--- src/rtl/mvbus_pkg.sv ---
package mvbus_pkg;

    localparam int ADDR_W  = 8;
    localparam int INSTR_W = 2 * ADDR_W;

    typedef struct packed {
        logic [ADDR_W-1:0] dst;
        logic [ADDR_W-1:0] src;
    } mv_instr_t;

    typedef enum logic {
        PK_REG = 1'b0,
        PK_IMM = 1'b1
    } port_kind_e;

    function automatic logic addr_hit(input logic vld,
                                      input logic [ADDR_W-1:0] field,
                                      input logic [ADDR_W-1:0] mine);
        return vld && (field == mine);
    endfunction

endpackage

--- src/rtl/mvbus_port.sv ---
module mvbus_port
    import mvbus_pkg::*;
#(
    parameter int               DATA_W = 8,
    parameter logic [ADDR_W-1:0] ADDR  = 8'h10,
    parameter port_kind_e       KIND   = PK_REG
) (
    input  logic              clk,
    input  logic              rst,
    input  logic              instr_valid,
    input  mv_instr_t         ins,
    input  logic [DATA_W-1:0] bus_in,
    output logic [DATA_W-1:0] in_q,
    output logic [DATA_W-1:0] out_q,
    output logic              drv_en,
    output logic [DATA_W-1:0] drv_val
);

    logic              dst_hit;
    logic [DATA_W-1:0] load_val;

    assign dst_hit = addr_hit(instr_valid, ins.dst, ADDR);
    assign drv_en  = addr_hit(instr_valid, ins.src, ADDR);
    assign drv_val = drv_en ? out_q : '0;

    generate
        if (KIND == PK_IMM) begin : g_imm
            assign load_val = DATA_W'(ins.src);
        end else begin : g_reg
            assign load_val = bus_in;
        end
    endgenerate

    always_ff @(posedge clk) begin
        if (rst) begin
            in_q  <= '0;
            out_q <= '0;
        end else begin
            if (dst_hit) begin
                in_q <= load_val;
            end
            out_q <= in_q;
        end
    end

endmodule

--- src/rtl/mvbus_merge.sv ---
module mvbus_merge #(
    parameter int DATA_W  = 8,
    parameter int N_PORTS = 4
) (
    input  logic [N_PORTS-1:0]        drv_en,
    input  logic [N_PORTS*DATA_W-1:0] drv_val,
    output logic [DATA_W-1:0]         bus,
    output logic                      conflict
);

    localparam int CNT_W = $clog2(N_PORTS + 1);

    logic [CNT_W-1:0] n_drv;

    always_comb begin
        bus   = '0;
        n_drv = '0;
        for (int i = 0; i < N_PORTS; i++) begin
            bus   = bus | drv_val[i*DATA_W +: DATA_W];
            n_drv = n_drv + CNT_W'(drv_en[i]);
        end
    end

    assign conflict = (n_drv > CNT_W'(1));

endmodule

--- src/rtl/mvbus_fabric.sv ---
module mvbus_fabric
    import mvbus_pkg::*;
#(
    parameter int                         DATA_W       = 8,
    parameter int                         N_PORTS      = 4,
    parameter logic [N_PORTS*ADDR_W-1:0]  PORT_ADDRS   = {8'h30, 8'h20, 8'h10, 8'h01},
    parameter logic [N_PORTS-1:0]         IMM_MASK     = 4'b0001,
    parameter bit                         CHECK_UNIQUE = 1'b1
) (
    input  logic                      clk,
    input  logic                      rst,
    input  logic                      instr_valid,
    input  logic [INSTR_W-1:0]        instr,
    output logic [DATA_W-1:0]         bus_data,
    output logic                      bus_conflict,
    output logic [N_PORTS*DATA_W-1:0] port_in_q
);

    mv_instr_t                 ins;
    logic [N_PORTS-1:0]        drv_en;
    logic [N_PORTS*DATA_W-1:0] drv_val;
    logic [N_PORTS*DATA_W-1:0] out_flat;

    assign ins = mv_instr_t'(instr);

    generate
        for (genvar i = 0; i < N_PORTS; i++) begin : g_port
            mvbus_port #(
                .DATA_W (DATA_W),
                .ADDR   (PORT_ADDRS[i*ADDR_W +: ADDR_W]),
                .KIND   (IMM_MASK[i] ? PK_IMM : PK_REG)
            ) u_port (
                .clk         (clk),
                .rst         (rst),
                .instr_valid (instr_valid),
                .ins         (ins),
                .bus_in      (bus_data),
                .in_q        (port_in_q[i*DATA_W +: DATA_W]),
                .out_q       (out_flat[i*DATA_W +: DATA_W]),
                .drv_en      (drv_en[i]),
                .drv_val     (drv_val[i*DATA_W +: DATA_W])
            );
        end

        for (genvar i = 0; i < N_PORTS; i++) begin : g_uniq_a
            for (genvar j = i + 1; j < N_PORTS; j++) begin : g_uniq_b
                if (CHECK_UNIQUE &&
                    PORT_ADDRS[i*ADDR_W +: ADDR_W] == PORT_ADDRS[j*ADDR_W +: ADDR_W]) begin : g_dup
                    $error("mvbus_fabric: ports %0d and %0d share one address", i, j);
                end
            end
        end
    endgenerate

    mvbus_merge #(
        .DATA_W  (DATA_W),
        .N_PORTS (N_PORTS)
    ) u_merge (
        .drv_en   (drv_en),
        .drv_val  (drv_val),
        .bus      (bus_data),
        .conflict (bus_conflict)
    );

endmodule

--- config.mk ---
export PLATFORM = sky130hd
export DESIGN_NAME = mvbus_fabric
export DESIGN_NICKNAME = d
export VERILOG_FILES = /design/src/rtl/mvbus_pkg.sv /design/src/rtl/mvbus_port.sv /design/src/rtl/mvbus_merge.sv /design/src/rtl/mvbus_fabric.sv
export SDC_FILE = /design/constraint.sdc
export NUM_CORES = 1
export LEC_CHECK = 0
export ABC_AREA = 1
export CELL_PAD_IN_SITES_DETAIL_PLACEMENT = 1
export CELL_PAD_IN_SITES_GLOBAL_PLACEMENT = 1
export CORE_MARGIN = 1.5
export CORE_UTILIZATION = 30
export DETAILED_ROUTE_END_ITERATION = 7
export GPL_TIMING_DRIVEN = 0
export PLACE_DENSITY = 0.77
export SYNTH_ARGS = -nofsm -noshare
export SYNTH_HDL_FRONTEND = slang
export SYNTH_HIERARCHICAL = 1
export SYNTH_SLANG_ARGS = --single-unit
--- constraint.sdc ---
create_clock -name clk -period 3.52 [get_ports clk]
set_input_delay 0.352 -clock clk [delete_from_list [all_inputs] [get_ports clk]]
set_output_delay 0.352 -clock clk [all_outputs]
set_load 0.05 [all_outputs]
==> results.toml, run 1 <==
[layout]
antennaDiodeCount = 0
drive_above_1_share_pct = 11.5
seq_area_sq_mm = 0.00128
fin_util_pct = 40.2
instances_no_fill = 701
syn_to_final_growth_pct = 28.9
multiInputGateArea_sq_mm = 0.00141
nNetsFinal = 581
fillerInstances = 1372

[synthesis]
yosysMostFrequentCell = "nor2_1"
ys_warn_count = 6
synth_commonest_cells = "nor2_1, inv_1, dfxtp_1, nand2_1, nand4_1"
synth.avg_cell_area_sq_um = 6.60
synth_area_leaders = "dfxtp_1, nor2_1, inv_1"
syn_nets = 512
synth_top_flop_cell = "dfxtp_1"
syn-instance-count = 492
synth_area_sq_mm = 0.00325
synth.top_cell.area_share_pct = 39.4
synth-seq-cells = 64
yosysTopAreaCell = "dfxtp_1"
synthArstFlopShare_pct = 0
synth_cell_type_count = 20
synth_seq_area_share_pct = 39.4
synth_edf_count = 0

[critical_path]
worstPathMaxFanout = 9
critPathLaunchType = "input pin"
r2r_cells = 8
worst_setup_path_end_kind = "primary output"
arrival_ps = 2800
required_ps = 3170
crit_type = "input pin to primary output"

[sta]
hold-worst-slack_ps = 351
rsz0062_at_grt = "no"
slew_viol_final = 0
fin_worst_skew_ps = 7.15
timing.setup.tns_ps = 0
max-slew-margin-rel_pct = 60.1
fmax_mhz = 317
setup_slack_ps = 368
finalSetupViolCount = 0
final_hold_viol_count = 0
period_needed_ps = 3150
fin_crit_sh_pct = 89.5
tightest_slew_ps = 597

[global_route]
grt_max_degree = 11
antenna_found_initial = 0
grt_pass1_wl_um = 14200
met3_usage_pct = 3.04
busiest_layer = "met2"
met1_usage_pct = 20.2
met2_usage_pct = 26.0
grt_pass1_vias = 2961
grt_use_total_pct = 16.0
overflow = 0

[clock_tree]
clock_sinks = 64
ctsHoldBuffers = 0
htreeDepth = 3
clk_latency_ps = 350
cts_max_path_buffers = 2
cts_tree = "built"
clk_pin_slew_ps = 70
cts_buffers = 9
cts_root_buf = "clkbuf_8"
post_cts_buffers = 0

[floorplanning]
die_h_um = 107
dieArea_sq_mm = 0.0115
std_cell_rows = 37
initial_core_util_pct = 31.2
io_pins = 60
core_area_sq_mm = 0.0104
die_w_um = 107

[route]
wirelength_um = 8710
route.detailed.drc = 0
vias = 2995
dr.pass1.iters = 4
viasPerCell = 4.27
drt-wirelength-per-cell_um = 12.4
initialDrtViolationCount = 80
ant_nets = 0

[place]
port-buffer-count = 58
dp.cells = 686
dpl.hpwl_um = 7040
pre_cts_slack_ps = 126
gp_congestion = 0.817

[power]
power_leakage_nw = 1.68
peakVddDrop_mv = 0.156
power.density_mw_per_mm2 = 347

[min_path]
hold_class = "input pin to flop"
worstHoldPathCells = 2

[job]
cap_violations = 0

[run_status]
status = "finished clean"
## sequential cells by signal, summed over array words and instances (netlist names)
register,count
g_port.u_port/out_q,32
g_port.u_port/in_q,32
## power by group
group / internal [W] / switching, W
sequential: 0.000725 / 0.000000831
clock: 0.000339 / 0.000272
combinational: 0.0000403 / 0.0000783
total: 0.00110 / 0.000351
## placed cells by master, fill, tap and decap left out
| cell type | n |
|---|---|
| nand3_2 | 1 |
| clkdlybuf4s50_1 | 57 |
| bufinv_16 | 1 |
| nor2_8 | 6 |
| clkbuf_8 | 10 |
| inv_4 | 2 |
| nand2_1 | 54 |
| nand3b_1 | 1 |
| inv_2 | 10 |
| nand3_4 | 3 |
| dlymetal6s2s_1 | 1 |
| nand2_2 | 2 |
| nand4_1 | 28 |
| inv_1 | 121 |
| nor2_1 | 159 |
| nand2_4 | 1 |
| clkinv_2 | 3 |
| buf_6 | 1 |
| nor2_4 | 4 |
| nand3_1 | 9 |
| inv_6 | 3 |
| dfxtp_1 | 64 |
| clkbuf_1 | 5 |
| nor2_2 | 18 |
| fa_1 | 1 |
## path summary, 6_finish.rpt
path / start / endpoint / slack [ps]
setup / recovery: instr_valid / bus_data[7] / 370
hold reg to reg: g_port[2].u_port/in_q[5] / g_port[2].u_port/out_q[5] / 440
hold / removal: rst / g_port[0].u_port/out_q[5] / 350
setup reg to reg: g_port[1].u_port/out_q[2] / g_port[1].u_port/in_q[2] / 2290
## layout make-up
class | instances | area share [%]
tap | 136 | 4.06
clock buffer | 11 | 3.38
inverter | 136 | 12.7
timing repair buffer | 58 | 13.9
multi-input combinational | 287 | 33.7
sequential | 64 | 30.6
buffer | 5 | 0.627
clock inverter | 4 | 1.08
## worst max-delay path, stage by stage
cell	delay (ps)
clkdlybuf4s50_1	630
buf_6	200
inv_4	50
nor2_2	70
nand2_1	80
nor2_4	150
inv_4	90
nor2_2	100
nor2_1	50
nand2_1	180
clkdlybuf4s50_1	850
## logic make-up (layout without fill, tap and decap cells)
group	count (synthesis)	after routing	share of synthesized area, %
adders and majority gates	1	1	0.616
buffers and inverters	141	214	17.1
DFF	64	64	39.4
and+or+nand+nor	286	286	42.8
## per-layer routing
layer | up-vias | wire [um]
met5 | - | 0
met4 | 0 | 213
met3 | 17 | 263
met2 | 47 | 4180
met1 | 1377 | 4050
li1 | 1554 | -
## metrics by stage
| stage | total power [W] | instance area (sq um) |
|---|---|---|
| 2_1_floorplan | 0.000811 | 3250 |
| 3_3_place_gp | 0.000859 | 4000 |
| 3_5_place_dp | 0.000862 | 4000 |
| 4_1_cts | 0.00147 | 4190 |
| 5_1_grt | 0.00152 | 4190 |
| 6_report | 0.00146 | 4190 |
## repair_timing
item | 4_1_cts | 5_1_grt
gates resized for setup | 0 | 1
hold endpoints to repair | 0 | 0
setup endpoints to repair | 0 | 1
Power figures use the tool's default switching activity.
==> inputs of run 2 (changes only) <==
--- a/config.mk
+++ b/config.mk
@@ -9,10 +9,10 @@
 export CELL_PAD_IN_SITES_DETAIL_PLACEMENT = 1
 export CELL_PAD_IN_SITES_GLOBAL_PLACEMENT = 1
 export CORE_MARGIN = 1.5
-export CORE_UTILIZATION = 30
+export CORE_UTILIZATION = 35
 export DETAILED_ROUTE_END_ITERATION = 7
 export GPL_TIMING_DRIVEN = 0
-export PLACE_DENSITY = 0.77
+export PLACE_DENSITY = 0.87
 export SYNTH_ARGS = -nofsm -noshare
 export SYNTH_HDL_FRONTEND = slang
 export SYNTH_HIERARCHICAL = 1
==> run 2 against run 1 <==
Against the previous run:
- combinational power barely moved
- flip-flop and latch count unchanged
- sequential power is essentially flat
- worst setup slack lost 200 ps
- sequential share of layout area fell by 0.22 points
- power up 13%
- critical path depth grew 1
- final area grew 0.72%
- routed wire length is 3.7% higher
- critical endpoint is now bus_conflict
- highest routed layer unchanged
==> results.toml, run 2 (synthesized netlist as in run 1, its figures left out) <==
[floorplanning]
dieArea_sq_mm = 0.00987
die_h_um = 99.4
die_w_um = 99.4
initial_core_util_pct = 36.7
io_pins = 60
std_cell_rows = 34
core_area_sq_mm = 0.00885

[layout]
drive_above_1_share_pct = 11.8
layout.cells.most_common = "nor2_1"
largestRegisters = "g_port.u_port/in_q x32, g_port.u_port/out_q x32"
fin_area_sq_mm = 0.00422
antennaDiodeCount = 0
syn_to_final_growth_pct = 29.8
nNetsFinal = 581
fillerInstances = 1167
final_cell_mix = "nor2_1, inv_1, dfxtp_1"

[place]
place_area_sq_mm = 0.00397
port-buffer-count = 58
dpl.hpwl_um = 7130
gp_congestion = 0.825
pre_cts_slack_ps = 132

[sta]
period_needed_ps = 3350
tightest_slew_ps = 671
slew_viol_final = 0
fin_worst_skew_ps = 10.6
final_hold_viol_count = 0
max-slew-margin-rel_pct = 55.1
rsz0062_at_grt = "no"
finalSetupViolCount = 0
timing.setup.tns_ps = 0
setup_slack_ps = 168
fin_crit_sh_pct = 95.2
fmax_mhz = 298

[clock_tree]
cts_root_buf = "clkbuf_8"
cts_tree = "built"
htreeDepth = 3
ctsHoldBuffers = 0
clk_pin_slew_ps = 70
post_cts_buffers = 0
clock_sinks = 64
cts_max_path_buffers = 2
clk_latency_ps = 350
cts_buffers = 9
cts_resized = 0

[global_route]
grt_pass1_vias = 3229
overflow = 0
grt_pass1_wl_um = 15000
antenna_found_initial = 0
grt_use_total_pct = 19.5
grt_max_degree = 12

[power]
power_leakage_nw = 1.68
power.density_mw_per_mm2 = 389
peakVddDrop_mv = 0.139

[route]
viasPerCell = 4.59
route.detailed.drc = 0
wirelength_um = 9020
ant_nets = 0
drt-wirelength-per-cell_um = 13.4
dr.pass1.iters = 4
initialDrtViolationCount = 107
vias = 3091

[critical_path]
required_ps = 3170
crit_type = "input pin to primary output"
worstPathMaxFanout = 9
arrival_ps = 3000
worst_setup_path_end_kind = "primary output"
critPathLaunchType = "input pin"

[job]
cap_violations = 0

[min_path]
hold_class = "input pin to flop"

[run_status]
status = "finished clean"
[run 2: final timing paths]
check | to | start | slack (ps) | cells past startpoint
setup reg to reg | g_port[1].u_port/in_q[4] | g_port[1].u_port/out_q[4] | 2310 | 8
hold / removal | g_port[0].u_port/out_q[6] | rst | 340 | 2
hold reg to reg | g_port[2].u_port/out_q[2] | g_port[2].u_port/in_q[2] | 450 | 2
setup / recovery | bus_conflict | instr_valid | 170 | 12
[run 2: per-stage QoR]
step / util [%] / hold WS [ps] / power (W) / std cells
2_1_floorplan: - / 581 / 0.000811 / 492
3_3_place_gp: 44.8 / 426 / 0.000857 / 658
3_5_place_dp: 44.8 / 439 / 0.000863 / 658
4_1_cts: 47.7 / 336 / 0.00165 / 674
5_1_grt: 47.7 / 363 / 0.00170 / 674
6_report: 47.7 / 340 / 0.00164 / 674
[run 2: worst max-delay path, stage by stage]
cell and delay (ps):
clkdlybuf4s50_1 620, buf_6 190, inv_4 50, nor2_2 70, nand2_1 90, nor2_4 150, inv_1 70, fa_1 420
inv_1 60, nand2_1 40, nand2_1 70, clkdlybuf4s50_1 800
[run 2: final cells by class]
class	count	area [sq um]	area share, %
buffer	5	26.3	0.623
clock buffer	11	151	3.59
clock inverter	5	103	2.43
inverter	136	531	12.6
multi-input combinational	287	1410	33.5
sequential	64	1280	30.4
tap	108	135	3.20
timing repair buffer	58	581	13.8
[run 2: report_power, final]
group	switching, W	internal [W]	leakage (nW)
combinational	0.0000792	0.0000403	1.04
clock	0.000287	0.000508	0.126
sequential	0.000000816	0.000725	0.515
[run 2: routing by layer]
layer | global-route usage (%) | wire, um | part of all wire, % | vias to the layer above
li1 | - | - | - | 1554
met1 | 22.4 | 3800 | 42 | 1442
met2 | 34.9 | 4610 | 51 | 76
met3 | 2.88 | 327 | 3.6 | 19
met4 | 10.7 | 278 | 3.1 | 0
met5 | 0 | 0 | 0 | -
